File: src/rtl/unlock_seq_det.sv
module unlock_seq_det #(
  parameter int ADDR_W = 13
) (
  input  logic              clk,
  input  logic              rst,
  input  logic              busy,
  input  logic              acc_vld,
  input  logic              acc_wr,
  input  logic [ADDR_W-1:0] acc_addr,
  output logic              store_req,
  output logic              recall_req
);
  localparam logic [ADDR_W-1:0] P0       = ADDR_W'('h0000);
  localparam logic [ADDR_W-1:0] P1       = ADDR_W'('h1555);
  localparam logic [ADDR_W-1:0] P2       = ADDR_W'('h0AAA);
  localparam logic [ADDR_W-1:0] P3       = ADDR_W'('h1FFF);
  localparam logic [ADDR_W-1:0] P4       = ADDR_W'('h10F0);
  localparam logic [ADDR_W-1:0] STORE_A  = ADDR_W'('h0F0F);
  localparam logic [ADDR_W-1:0] RECALL_A = ADDR_W'('h0F0E);
  localparam logic [2:0]        LAST     = 3'd5;

  logic [2:0]        step;
  logic [ADDR_W-1:0] want;

  always_comb begin
    case (step)
      3'd0:    want = P0;
      3'd1:    want = P1;
      3'd2:    want = P2;
      3'd3:    want = P3;
      default: want = P4;
    endcase
  end

  wire rd      = acc_vld && !acc_wr && !busy;
  wire at_last = step == LAST;
  wire advance = rd && !at_last && acc_addr == want;
  wire fire_st = rd && at_last && acc_addr == STORE_A;
  wire fire_rc = rd && at_last && acc_addr == RECALL_A;

  always_ff @(posedge clk) begin
    if (rst) begin
      step       <= '0;
      store_req  <= 1'b0;
      recall_req <= 1'b0;
    end else begin
      store_req  <= fire_st;
      recall_req <= fire_rc;
      if (busy)
        step <= '0;
      else if (acc_vld) begin
        if (advance)
          step <= step + 3'd1;
        else if (rd && acc_addr == P0)
          step <= 3'd1;
        else
          step <= '0;
      end
    end
  end
endmodule


File: config.mk
export PLATFORM = sky130hd
export DESIGN_NAME = unlock_seq_det
export DESIGN_NICKNAME = d
export VERILOG_FILES = /design/src/rtl/unlock_seq_det.sv
export SDC_FILE = /design/constraint.sdc
export NUM_CORES = 1
export LEC_CHECK = 0
export ABC_CLOCK_PERIOD_IN_PS = 1700
export BUFFER_PORTS_ARGS = -buffer_cell sky130_fd_sc_hd__buf_2
export CAP_MARGIN = 20
export CORE_UTILIZATION = 33
export DETAILED_ROUTE_END_ITERATION = 10
export PLACE_DENSITY_LB_ADDON = 0.2
export SETUP_SLACK_MARGIN = 0.5
export SLEW_MARGIN = 20
export SYNTH_ARGS = -nofsm -noshare
export SYNTH_HDL_FRONTEND = slang
export SYNTH_SLANG_ARGS = --single-unit
File: constraint.sdc
create_clock -name clk -period 1.7 [get_ports clk]
set_input_delay 0.255 -clock clk [delete_from_list [all_inputs] [get_ports clk]]
set_output_delay 0.255 -clock clk [all_outputs]
set_load 0.01 [all_outputs]
Word level (Yosys, flattened, before mapping)
Cells that the tools add are included.
{"block": "totals", "in_bits": 18, "register_bits": 5, "elab_cells": 28, "output_inout_bits": 2}
{"block": "op_classes", "n_reduce_logical": 14, "addsub": 1, "n_mux": 3, "eq_ne": 7}
{"op": "13-bit case mux with 4 select lines", "count": 1}
{"op": "13-bit by 12-bit == test with 1-bit output (second input constant)", "count": 2}
{"op": "13-bit == test", "count": 1}
{"op": "13-bit logical NOT", "count": 1}
{"op": "1-bit logical AND", "count": 8}
{"op": "3-bit by 2-bit == test with 1-bit output (second input constant)", "count": 2}
{"op": "3-bit by 1-bit adder with 3-bit output (second input constant)", "count": 1}
{"op": "3-bit by 1-bit == test with 1-bit output (second input constant)", "count": 1}
{"op": "3-bit == test (second input constant)", "count": 1}
{"op": "1-bit logical NOT", "count": 3}
{"op": "3-bit logical NOT", "count": 1}
{"op": "3-bit 2-to-1 mux", "count": 1}
{"op": "2-bit OR reduction", "count": 1}
{"op": "1-bit 2-to-1 mux", "count": 1}

Longest topological paths before layout
Gate-level depths: netlist of the first run.
{"block": "depth", "depth_word": 6, "depth_mapped": 7, "depth_no_buf": 7}

Least setup slack after synthesis of the first run
No wires, ideal clock.
{"block": "synth_timing", "kind": "register -> register", "startpoint": "reg step[0]", "endpoint": "reg step[0]", "synth_period_minus_slack_ns": 1.617, "arrival_time_ns": 1.498, "t_required_ns": 1.581, "path_stages_with_launch": 8, "path_buffers": 0, "slack_ns": 0.083, "setup_ns": 0.119, "path_cell_list": "dfxtp_1 > inv_1 > ha_1 > and2b_1 > or3_1 > o21ai_2 > nand3_1 > mux2i_1"}
{"block": "synth_between", "elab_chain_len": 5, "elab_cells_between_ends": 12, "classes_between": "add/sub (1); eq/ne (5); mux (2); reduce/logical (4)"}
{"item": "start, declared", "line_no": "22", "rtl": "logic [2:0] step;"}
{"item": "start signal, assigned", "line_no": "53", "rtl": "step <= step + 3'd1;"}
{"item": "3-bit by 2-bit == test with 1-bit output, or another cell as far along", "line_no": "26", "rtl": "case (step)"}
{"item": "13-bit case mux with 4 select lines / 1-bit logical NOT (equally long branches)", "line_no": "26, 37"}
{"item": "13-bit == test / 1-bit logical AND (equally long branches)", "line_no": "37", "rtl": "wire advance = rd && !at_last && acc_addr == want;"}
{"item": "1-bit logical AND", "line_no": "37"}
{"item": "3-bit 2-to-1 mux (*)", "line_no": "52", "rtl": "if (advance)"}
Mark *: on every way between the ends. The rest lies on a longest branch, timed or not.
A chain may end at the register's enable or synchronous reset.

Worst setup path after layout of the first run
{"block": "layout_timing", "startpoint": "reg step[0]", "endpoint": "reg step[1]"}
Same word-level chain as after synthesis.

==> metrics.md, run 1 <==
| Metric | Value |
|---|---|
| Crit-path leading delay family | `simple AND/OR/NAND/NOR gates` |
| Final Hold Vio Count | `0` |
| Syn-to-layout area delta | `53.0%` |
| Status | `finished, final reports clean` |
| Clock tree root driver cell | `clkbuf_4` |
| Hold_buf cts | `0` |
| Max FO, Critical Path | `4` |
| Sequential area share after synthesis | `22.7%` |
| Layout fillers | `117` |
| Post-synth top area share | `22.7%` |
| Pwr dens | `433 nW/um^2` |
| Cell Area, Synth | `442 sq um` |
| DP HPWL | `852 microns` |
| Syn Inst Count | `57` |
| Yosys reg bits | `5` |
| Final setup violation count | `0` |
| Cell Chain, Critical Path | `inv_4 > ha_4 > and2b_1 > or3_4 > o21ai_2 > nand4_1 > o21ai_1` |
| Worst Hold Class | `input pin to flip-flop` |
| CTS sink count | `5` |
| Crit share post-route | `93.2%` |
| Port Buffers | `19` |
| P_leak | `0.000284 uW` |
| Final #Nets | `107` |
| Clock Latency Late Sink | `0.24 ns` |
| Synth Net Count | `80` |
| CTS clock-pin slew for the worst setup and hold paths | `0.04 ns` |
| CP Launch Type | `flip-flop` |
| Vias in the first global route | `493` |
| Post-DRT Antenna Nets | `0` |
| Row cnt | `12` |
| CP arrival | `1.75 ns` |
| Largest cells by area after synthesis | `dfxtp_1, ha_1, mux2i_1, inv_1, nand2_1` |
| Final Routed Wirelength | `1.15 mm` |
| DRT Pass-1 Iters | `4` |
| Grt total ovfl | `0` |
| Kind of end point of the critical path | `flip-flop` |
| Total GRT Usage | `19.1%` |
| Inst Count DP | `91` |
| Critical path's largest stage delay | `0.38 ns` |
| Initial core utilization | `37.7%` |
| Post-Route Utilization | `57.7%` |
| CP Buf/Inv Count | `1` |
| Die H | `38.6 microns` |
| Initial antenna violation count | `0` |
| CTS tree | `done` |
| Clock Skew | `0.000504 ns` |
| Drt wl/cell | `11.8 microns` |
| H-Tree Depth | `1` |
| Largest net degree at the start of global routing | `6` |
| Synth cell types | `29` |
| Worst vdd ir | `0.328 mV` |
| Routed vias/inst | `5.35` |
| MaxCap Viol Count | `0` |
| Synth warn | `0` |
| Setup TNS | `0 ns` |
| Die W | `38.6 microns` |
| Core ar. | `1170 sq um` |
| First-pass GRT wire length | `1.91 mm` |
| CTS Buf Count | `3` |
| Hold WS | `0.208 ns` |
| Internal reg-to-reg setup slack | `0.12 ns` |
| DRC | `0` |
| Share of cells above drive strength 1 | `48.2%` |
| Type of the worst setup path | `flip-flop to flip-flop` |
| CP required | `1.87 ns` |
| Yosys top cell by area | `dfxtp_1` |
| Final GP Congestion | `0.842` |
| RSZ-0062 raised after global routing | `true` |
| Antenna Cells | `0` |
| Post-layout min period | `1.58 ns` |
| Avg Synthesized Cell Area | `7.75 sq um` |
| Maximum clock insertion buffer count | `2` |
| Final Max Tran Viols | `0` |
| Fmax | `0.631 GHz` |
| Vias | `519` |
| 1st-iter DRT viols | `7` |
| Slew margin rel. | `74.0%` |
| Slowest library cell on the worst path | `dfxtp_4` |
| Worst-margin pin slew | `0.386 ns` |
| Finished Layout Cells | `97` |
| Die area | `1490 sq um` |
| I/O Pins | `20` |
synth_stat cells (all sizes together):
library cell	number
and2	1
or4	2
mux2i	2
nor3	3
mux2	1
and2b	1
nand3	3
and4	1
o21ai	4
ha	5
nor4	1
or3	1
nand4	2
nor2b	1
xor2	1
dfxtp	5
nand2b	1
nor3b	1
o311ai	1
inv	5
o21bai	1
o22ai	1
o22a	1
nand2	5
and3	1
nor2	5
o211ai	1
cell type report:
| cell class | count | area (sq um) | share of cell area (%) |
|---|---|---|---|
| clock buffer | 4 | 26.3 | 3.89 |
| inverter | 5 | 21.3 | 3.15 |
| sequential | 5 | 108 | 15.9 |
| timing repair buffer | 22 | 118 | 17.4 |
| multi-input combinational | 47 | 385 | 57.0 |
| tap | 14 | 17.5 | 2.59 |
cells in the final DEF (no fill, tap or decap), types with 2 or more instances in the layout:
cell type,count
mux2i_1,2
o21ai_1,3
inv_1,4
ha_4,3
ha_1,2
nand3_1,2
nor2_1,4
nor3_1,2
buf_2,19
dfxtp_4,2
buf_4,3
clkbuf_4,3
or4_1,2
dfxtp_1,3
nand4_1,2
nand2_1,5
power breakdown:
part           leakage [uW]  switching (uW)  internal, uW
Clock             0.0000150            46.4          88.6
Combinational      0.000227            20.5          22.2
Sequential        0.0000419        0.000695           115
flip-flops by register name (all words and copies together), names as in the netlist:
name,cells
step,3
recall_req,1
store_req,1
final timing paths:
check / endpoint / from / depth (start not counted)
max: step[1]$_SDFFE_PP0P_ / step[0]$_SDFFE_PP0P_ / 7
min: recall_req$_SDFF_PP0_ / acc_addr[0] / 2
max reg2reg: step[1]$_SDFFE_PP0P_ / step[0]$_SDFFE_PP0P_ / 7
min reg2reg: step[1]$_SDFFE_PP0P_ / step[1]$_SDFFE_PP0P_ / 2
logic make-up (layout without fill, tap and decap cells):
group / after synthesis / in the layout / synth area share, %
DFF: 5 / 5 / 22.7
xor gates and xnor gates: 1 / 1 / 1.98
adders and majority gates: 5 / 5 / 14.2
and+or+nand+nor: 29 / 29 / 35.7
buffers and inverters: 5 / 31 / 4.25
muxes: 3 / 3 / 7.08
AOI/OAI and AO/OA: 9 / 9 / 14.2
worst reg2reg max path, stage by stage, from the launching register on:
cell	delay (ns)
dfxtp_4	0.38
inv_4	0.05
ha_4	0.15
and2b_1	0.17
or3_4	0.33
o21ai_2	0.15
nand4_1	0.14
o21ai_1	0.15
metrics by stage:
stage               total power [uW]  instance area (sq um)  setup WS (ns)
detailed placement               161                    576        -0.0134
CTS                              300                    663         0.0910
floorplan                        133                    455          0.164
finish                           292                    676          0.116
global route                     311                    676         0.0209
global placement                 161                    576       -0.00784
what timing repair did:
item                       CTS  global route
gates resized for setup     12             3
setup endpoints to repair    5             5
hold endpoints to repair     0             0
pin swaps                    6             7
buffers inserted             1             1
per-layer routing:
metal / track usage [%] / routed length, microns / vias up / part of all wire, %
li1: - / - / 259 / -
met1: 18.2 / 468 / 237 / 41
met2: 33.3 / 554 / 19 / 48
met3: 12.1 / 90 / 4 / 7.8
met4: 5.17 / 34 / 0 / 3.0
met5: 0 / 0 / - / 0
Note: power is estimated with default switching activity, not from simulation.
==> run 2: changes to the inputs <==
ABC_CLOCK_PERIOD_IN_PS = 1600   (was 1700)
clock period = 1.6 ns   (was 1.7 ns; I/O delays follow)
==> run 2 against run 1 <==
The flow now finishes with violations (negative setup slack). Maximum frequency down 2.4%. Sequential share of layout area shrank 0.74 points. Setup slack worse by 0.14 ns. Utilization is 1.4 points higher. First-iteration DRC count rose by 71%. Combinational power rose by 7.0%. Sequential cell count stayed put. Register-to-register slack worse by 0.14 ns. Non-clock buffer count grew 5. Clock skew up 0.0026 ns. Largest cell class unchanged.
==> metrics.md, run 2 (synthesis gave the netlist of run 1 again) <==
| Metric | Value |
|---|---|
| Worst-margin pin slew | `0.334 ns` |
| Largest net degree at the start of global routing | `5` |
| Worst r2r src | `step[0]$_SDFFE_PP0P_` |
| Worst vdd ir | `0.309 mV` |
| Most flops, register | `step` |
| Final Routed Wirelength | `1.11 mm` |
| Initial core utilization | `37.7%` |
| Post-Route Utilization | `59.1%` |
| Core ar. | `1170 sq um` |
| CTS tree | `done` |
| Status | `finished with violations` |
| RSZ-0062 raised after global routing | `true` |
| Final Max Tran Viols | `0` |
| Clock tree root driver cell | `clkbuf_4` |
| Row cnt | `12` |
| CP required | `1.76 ns` |
| First-pass GRT wire length | `1.66 mm` |
| Commonest non-fill, non-tap cell in the layout | `buf_2` |
| Critical path's largest stage delay | `0.36 ns` |
| Pwr dens | `458 nW/um^2` |
| Final GP Congestion | `0.733` |
| Type of the worst setup path | `flip-flop to flip-flop` |
| MaxCap Viol Count | `0` |
| Post-layout min period | `1.62 ns` |
| Clock Latency Late Sink | `0.24 ns` |
| Clock Skew | `0.00308 ns` |
| Crit share post-route | `101%` |
| Die area | `1490 sq um` |
| Met2 Use GR | `28.7%` |
| Slew margin rel. | `77.5%` |
| Internal reg-to-reg setup slack | `-0.02 ns` |
| Max FO, Critical Path | `4` |
| Fmax | `0.616 GHz` |
| Gr busiest metal | `met2` |
| Maximum clock insertion buffer count | `2` |
| CP arrival | `1.79 ns` |
| Syn-to-layout area delta | `56.7%` |
| Hold_buf cts | `0` |
| Final WS setup | `-0.0233 ns` |
| Vias | `528` |
| DRT Pass-1 Iters | `4` |
| Post-DRT Antenna Nets | `0` |
| Share of cells above drive strength 1 | `47.7%` |
| 1st-iter DRT viols | `12` |
| Most used cell along the critical path | `ha_2` |
| Worst Hold Class | `input pin to flip-flop` |
| Drt wl/cell | `10.9 microns` |
| Final #Nets | `112` |
| Layout fillers | `111` |
| CTS clock-pin slew for the worst setup and hold paths | `0.04 ns` |
| Worst Hold Path Cells | `2` |
| Failing checks | `negative setup slack` |
| Final Hold Vio Count | `0` |
| Vias in the first global route | `445` |
| Min-delay src | `acc_addr[0]` |
| Total GRT Usage | `16.2%` |
| I/O Pins | `20` |
| CP Launch Type | `flip-flop` |
| Kind of end point of the critical path | `flip-flop` |
| H-Tree Depth | `1` |
| Cell Chain, Critical Path | `ha_2 > ha_2 > nor3_1 > o21ai_1 > mux2_4 > nand3_2 > mux2i_1` |
| Worst r2r dst | `step[0]$_SDFFE_PP0P_` |
| Hold worst-path end | `recall_req$_SDFF_PP0_` |
| GRT met1 Usage | `17.8%` |
| Dpl ws | `-0.104 ns` |
| Final setup violation count | `3` |
| Initial antenna violation count | `0` |
| CTS sink count | `5` |
| Die W | `38.6 microns` |
| Worst r2r path cells | `7` |
| P_leak | `0.000307 uW` |
| Met3 Use GR | `5.20%` |
| Antenna Cells | `0` |
| Largest regs | `step (3), recall_req (1), store_req (1)` |
| Routed vias/inst | `5.18` |
| Grt total ovfl | `0` |
| DRC | `0` |
| CTS Buf Count | `3` |
| Largest register FFs | `3` |
| Die H | `38.6 microns` |
| Most frequent cells in the layout | `buf_2, buf_4, nor2_1, nand2_1, inv_1` |
| Slowest library cell on the worst path | `dfxtp_4` |
| Port Buffers | `19` |
run 2: final cells by class:
type                    instances  area (sq um)  share of cell area [%]
inverters                       5          21.3                    3.07
flip-flops and latches          5           105                    15.2
multi-input cells              47           359                    51.9
repair buffers                 27           163                    23.5
clock buffers                   4          26.3                    3.80
well taps                      14          17.5                    2.53
run 2: where the power goes:
group | internal [uW] | switching (uW) | total (uW) | leakage [uW]
sequential | 123 | 0.000602 | 123 | 0.0000416
clock | 94.4 | 53.4 | 148 | 0.0000150
combinational | 23.6 | 22.1 | 45.7 | 0.000250
run 2: worst max-delay path, delay by kind of cell (launching register included):
family	cells	cell delay, ns
flip-flops	1	0.36
AND/OR/NAND/NOR	2	0.20
AO/OA/AOI/OAI	1	0.11
multiplexers	2	0.50
adder cells (fa/ha/maj)	2	0.38
run 2: worst max path at each step:
stage | startpoint | slack [ns] | end | cells past startpoint
floorplan | acc_addr[1] | 0.08 | step[0]$_SDFFE_PP0P_ | 5
global placement | acc_addr[1] | -0.1 | step[0]$_SDFFE_PP0P_ | 6
detailed placement | acc_addr[1] | -0.10 | step[1]$_SDFFE_PP0P_ | 6
CTS | step[0]$_SDFFE_PP0P_ | -0.02 | step[1]$_SDFFE_PP0P_ | 7
global route | step[0]$_SDFFE_PP0P_ | -0.12 | step[0]$_SDFFE_PP0P_ | 9
finish | step[0]$_SDFFE_PP0P_ | -0.02 | step[0]$_SDFFE_PP0P_ | 7
run 2: metal layers:
layer	routed length, microns	part of all wire (%)
met1	465	42
met4	0	0
met2	572	51
met3	74	6.7
met5	0	0
run 2: what timing repair did:
action	in CTS	in global routing
resized for setup	7	4
setup endpoints to repair	5	5
pin swaps	7	5
buffers inserted	2	1
run 2: through the flow:
stage	cells	setup TNS (ns)	cell area (sq um)	hold WS, ns	total power, uW
6_report	102	-0.0374	692	0.185	317
5_1_grt	102	-0.333	692	0.188	329
4_1_cts	101	-0.0493	673	0.180	320
3_5_place_dp	95	-0.295	608	0.439	171
3_3_place_gp	95	-0.234	608	0.434	170
2_1_floorplan	57	0	458	0.312	142
==> run 3: changes to the inputs <==
MAX_ROUTING_LAYER = met4   (was default)
==> run 3 against run 2 <==
The flow still finishes with violations (negative setup slack). Sequential cell count unchanged. Final cell count unchanged. Critical path depth unchanged. Sequential power about the same. Critical path type unchanged. Critical endpoint unchanged.
==> metrics.md, run 3 (synthesis gave the netlist of run 1 again) <==
| Metric | Value |
|---|---|
| Pwr dens | `458 nW/um^2` |
| Largest net degree at the start of global routing | `5` |
| DRC | `0` |
| Die area | `1490 sq um` |
| Kind of end point of the critical path | `flip-flop` |
| Dpl ws | `-0.104 ns` |
| Final WS setup | `-0.0233 ns` |
| Max FO, Critical Path | `4` |
| Slowest library cell on the worst path | `dfxtp_4` |
| Most used cell along the critical path | `ha_2` |
| Maximum clock insertion buffer count | `2` |
| Cell Chain, Critical Path | `ha_2 > ha_2 > nor3_1 > o21ai_1 > mux2_4 > nand3_2 > mux2i_1` |
| Crit-path leading delay family | `multiplexers` |
| Initial core utilization | `37.7%` |
| Core ar. | `1170 sq um` |
| H-Tree Depth | `1` |
| Final Hold Vio Count | `0` |
| CTS tree | `done` |
| DRT Pass-1 Iters | `4` |
| Share of cells above drive strength 1 | `47.7%` |
| Worst-margin pin slew | `0.334 ns` |
| CP Buf/Inv Count | `0` |
| Worst Hold Class | `input pin to flip-flop` |
| Worst vdd ir | `0.309 mV` |
| Syn-to-layout area delta | `56.7%` |
| Slew margin rel. | `77.5%` |
| First-pass GRT wire length | `1.66 mm` |
| P_leak | `0.000307 uW` |
| Crit share post-route | `101%` |
| CTS Buf Count | `3` |
| Vias in the first global route | `444` |
| Final #Nets | `112` |
| Most frequent cells in the layout | `buf_2, buf_4, nor2_1, nand2_1, inv_1` |
| RSZ-0062 raised after global routing | `true` |
| Failing checks | `negative setup slack` |
| Die W | `38.6 microns` |
| Met3 routed WL | `72 microns` |
| Die H | `38.6 microns` |
| Vias | `528` |
| Post-Route Utilization | `59.1%` |
| CP required | `1.76 ns` |
| Clock Latency Late Sink | `0.24 ns` |
| Largest register FFs | `3` |
| Metal-1 WL | `465 microns` |
| Final Max Tran Viols | `0` |
| Grt total ovfl | `0` |
| CTS sink count | `5` |
| I/O Pins | `20` |
| Clock Skew | `0.00309 ns` |
| Top Layer Used | `met3` |
| Final GP Congestion | `0.742` |
| Final setup violation count | `3` |
| Initial antenna violation count | `0` |
| MaxCap Viol Count | `0` |
| Port Buffers | `19` |
| Antenna Cells | `0` |
| Drt wl/cell | `10.9 microns` |
| Logic pwr share | `14.4%` |
| Type of the worst setup path | `flip-flop to flip-flop` |
| Final Routed Wirelength | `1.11 mm` |
| Post-DRT Antenna Nets | `0` |
| CP arrival | `1.79 ns` |
| Commonest non-fill, non-tap cell in the layout | `buf_2` |
| Int Pwr | `241 uW` |
| CP Launch Type | `flip-flop` |
| Clock power share | `46.7%` |
| Largest regs | `step (3), recall_req (1), store_req (1)` |
| Total GRT Usage | `16.6%` |
| Critical path's largest stage delay | `0.36 ns` |
| Seq pwr share | `38.9%` |
| CTS clock-pin slew for the worst setup and hold paths | `0.04 ns` |
| Post-layout min period | `1.62 ns` |
| Routed wl met2 | `573 microns` |
| Row cnt | `12` |
| Fmax | `0.616 GHz` |
| Most flops, register | `step` |
| Routed vias/inst | `5.18` |
| Clock tree root driver cell | `clkbuf_4` |
| Switching part of the total | `23.8%` |
| Status | `finished with violations` |
| 1st-iter DRT viols | `12` |
| Sw Pwr | `75.5 uW` |
[run 3: cell counts in the layout (fill, tap and decap cells not counted)]
Identical to the previous run, type by type.
[run 3: final timing paths]
kind                   startpoint                     to  slack (ns)  cells past startpoint
max          step[0]$_SDFFE_PP0P_   step[0]$_SDFFE_PP0P_       -0.02                      7
min                   acc_addr[0]  recall_req$_SDFF_PP0_        0.18                      2
max reg2reg  step[0]$_SDFFE_PP0P_   step[0]$_SDFFE_PP0P_       -0.02                      7
min reg2reg  step[2]$_SDFFE_PP0P_   step[2]$_SDFFE_PP0P_        0.49                      2
[run 3: layer usage]
metal / track usage (%) / vias to the layer above
li1: - / 268
met1: 17.8 / 239
met2: 28.7 / 21
met3: 5.20 / 0
met4: 5.17 / 0
met5: - / -
[run 3: power by group through the flow]
stage	registers, uW	logic (uW)	clock network [uW]
floorplan	127	14.5	0
global placement	127	43.1	0
detailed placement	127	44.0	0
CTS	123	44.7	152
global route	123	50.7	155
finish	123	45.7	148
[run 3: area by class of cell]
cell class / instances / area (sq um)
repair buffers: 27 / 163
inverters: 5 / 21.3
clock buffers: 4 / 26.3
flip-flops and latches: 5 / 105
well taps: 14 / 17.5
multi-input cells: 47 / 359
fillers: 111 / 479
[run 3: repair_timing]
| item | in CTS | in global routing |
|---|---|---|
| endpoints found under the hold margin | 0 | 0 |
| gates resized for setup | 7 | 4 |
| hold buffers | 0 | 0 |
| pin swaps | 7 | 5 |
| setup endpoints to repair | 5 | 5 |
| buffers inserted | 2 | 1 |
[run 3: stage by stage]
| stage | TNS (ns) | area [sq um] | hold WS [ns] | std cells | power [uW] |
|---|---|---|---|---|---|
| after floorplan | 0 | 458 | 0.312 | 57 | 142 |
| after global placement | -0.234 | 608 | 0.434 | 95 | 170 |
| after detailed placement | -0.295 | 608 | 0.439 | 95 | 171 |
| after CTS | -0.0493 | 673 | 0.180 | 101 | 320 |
| after global routing | -0.333 | 692 | 0.188 | 102 | 329 |
| final | -0.0374 | 692 | 0.185 | 102 | 317 |
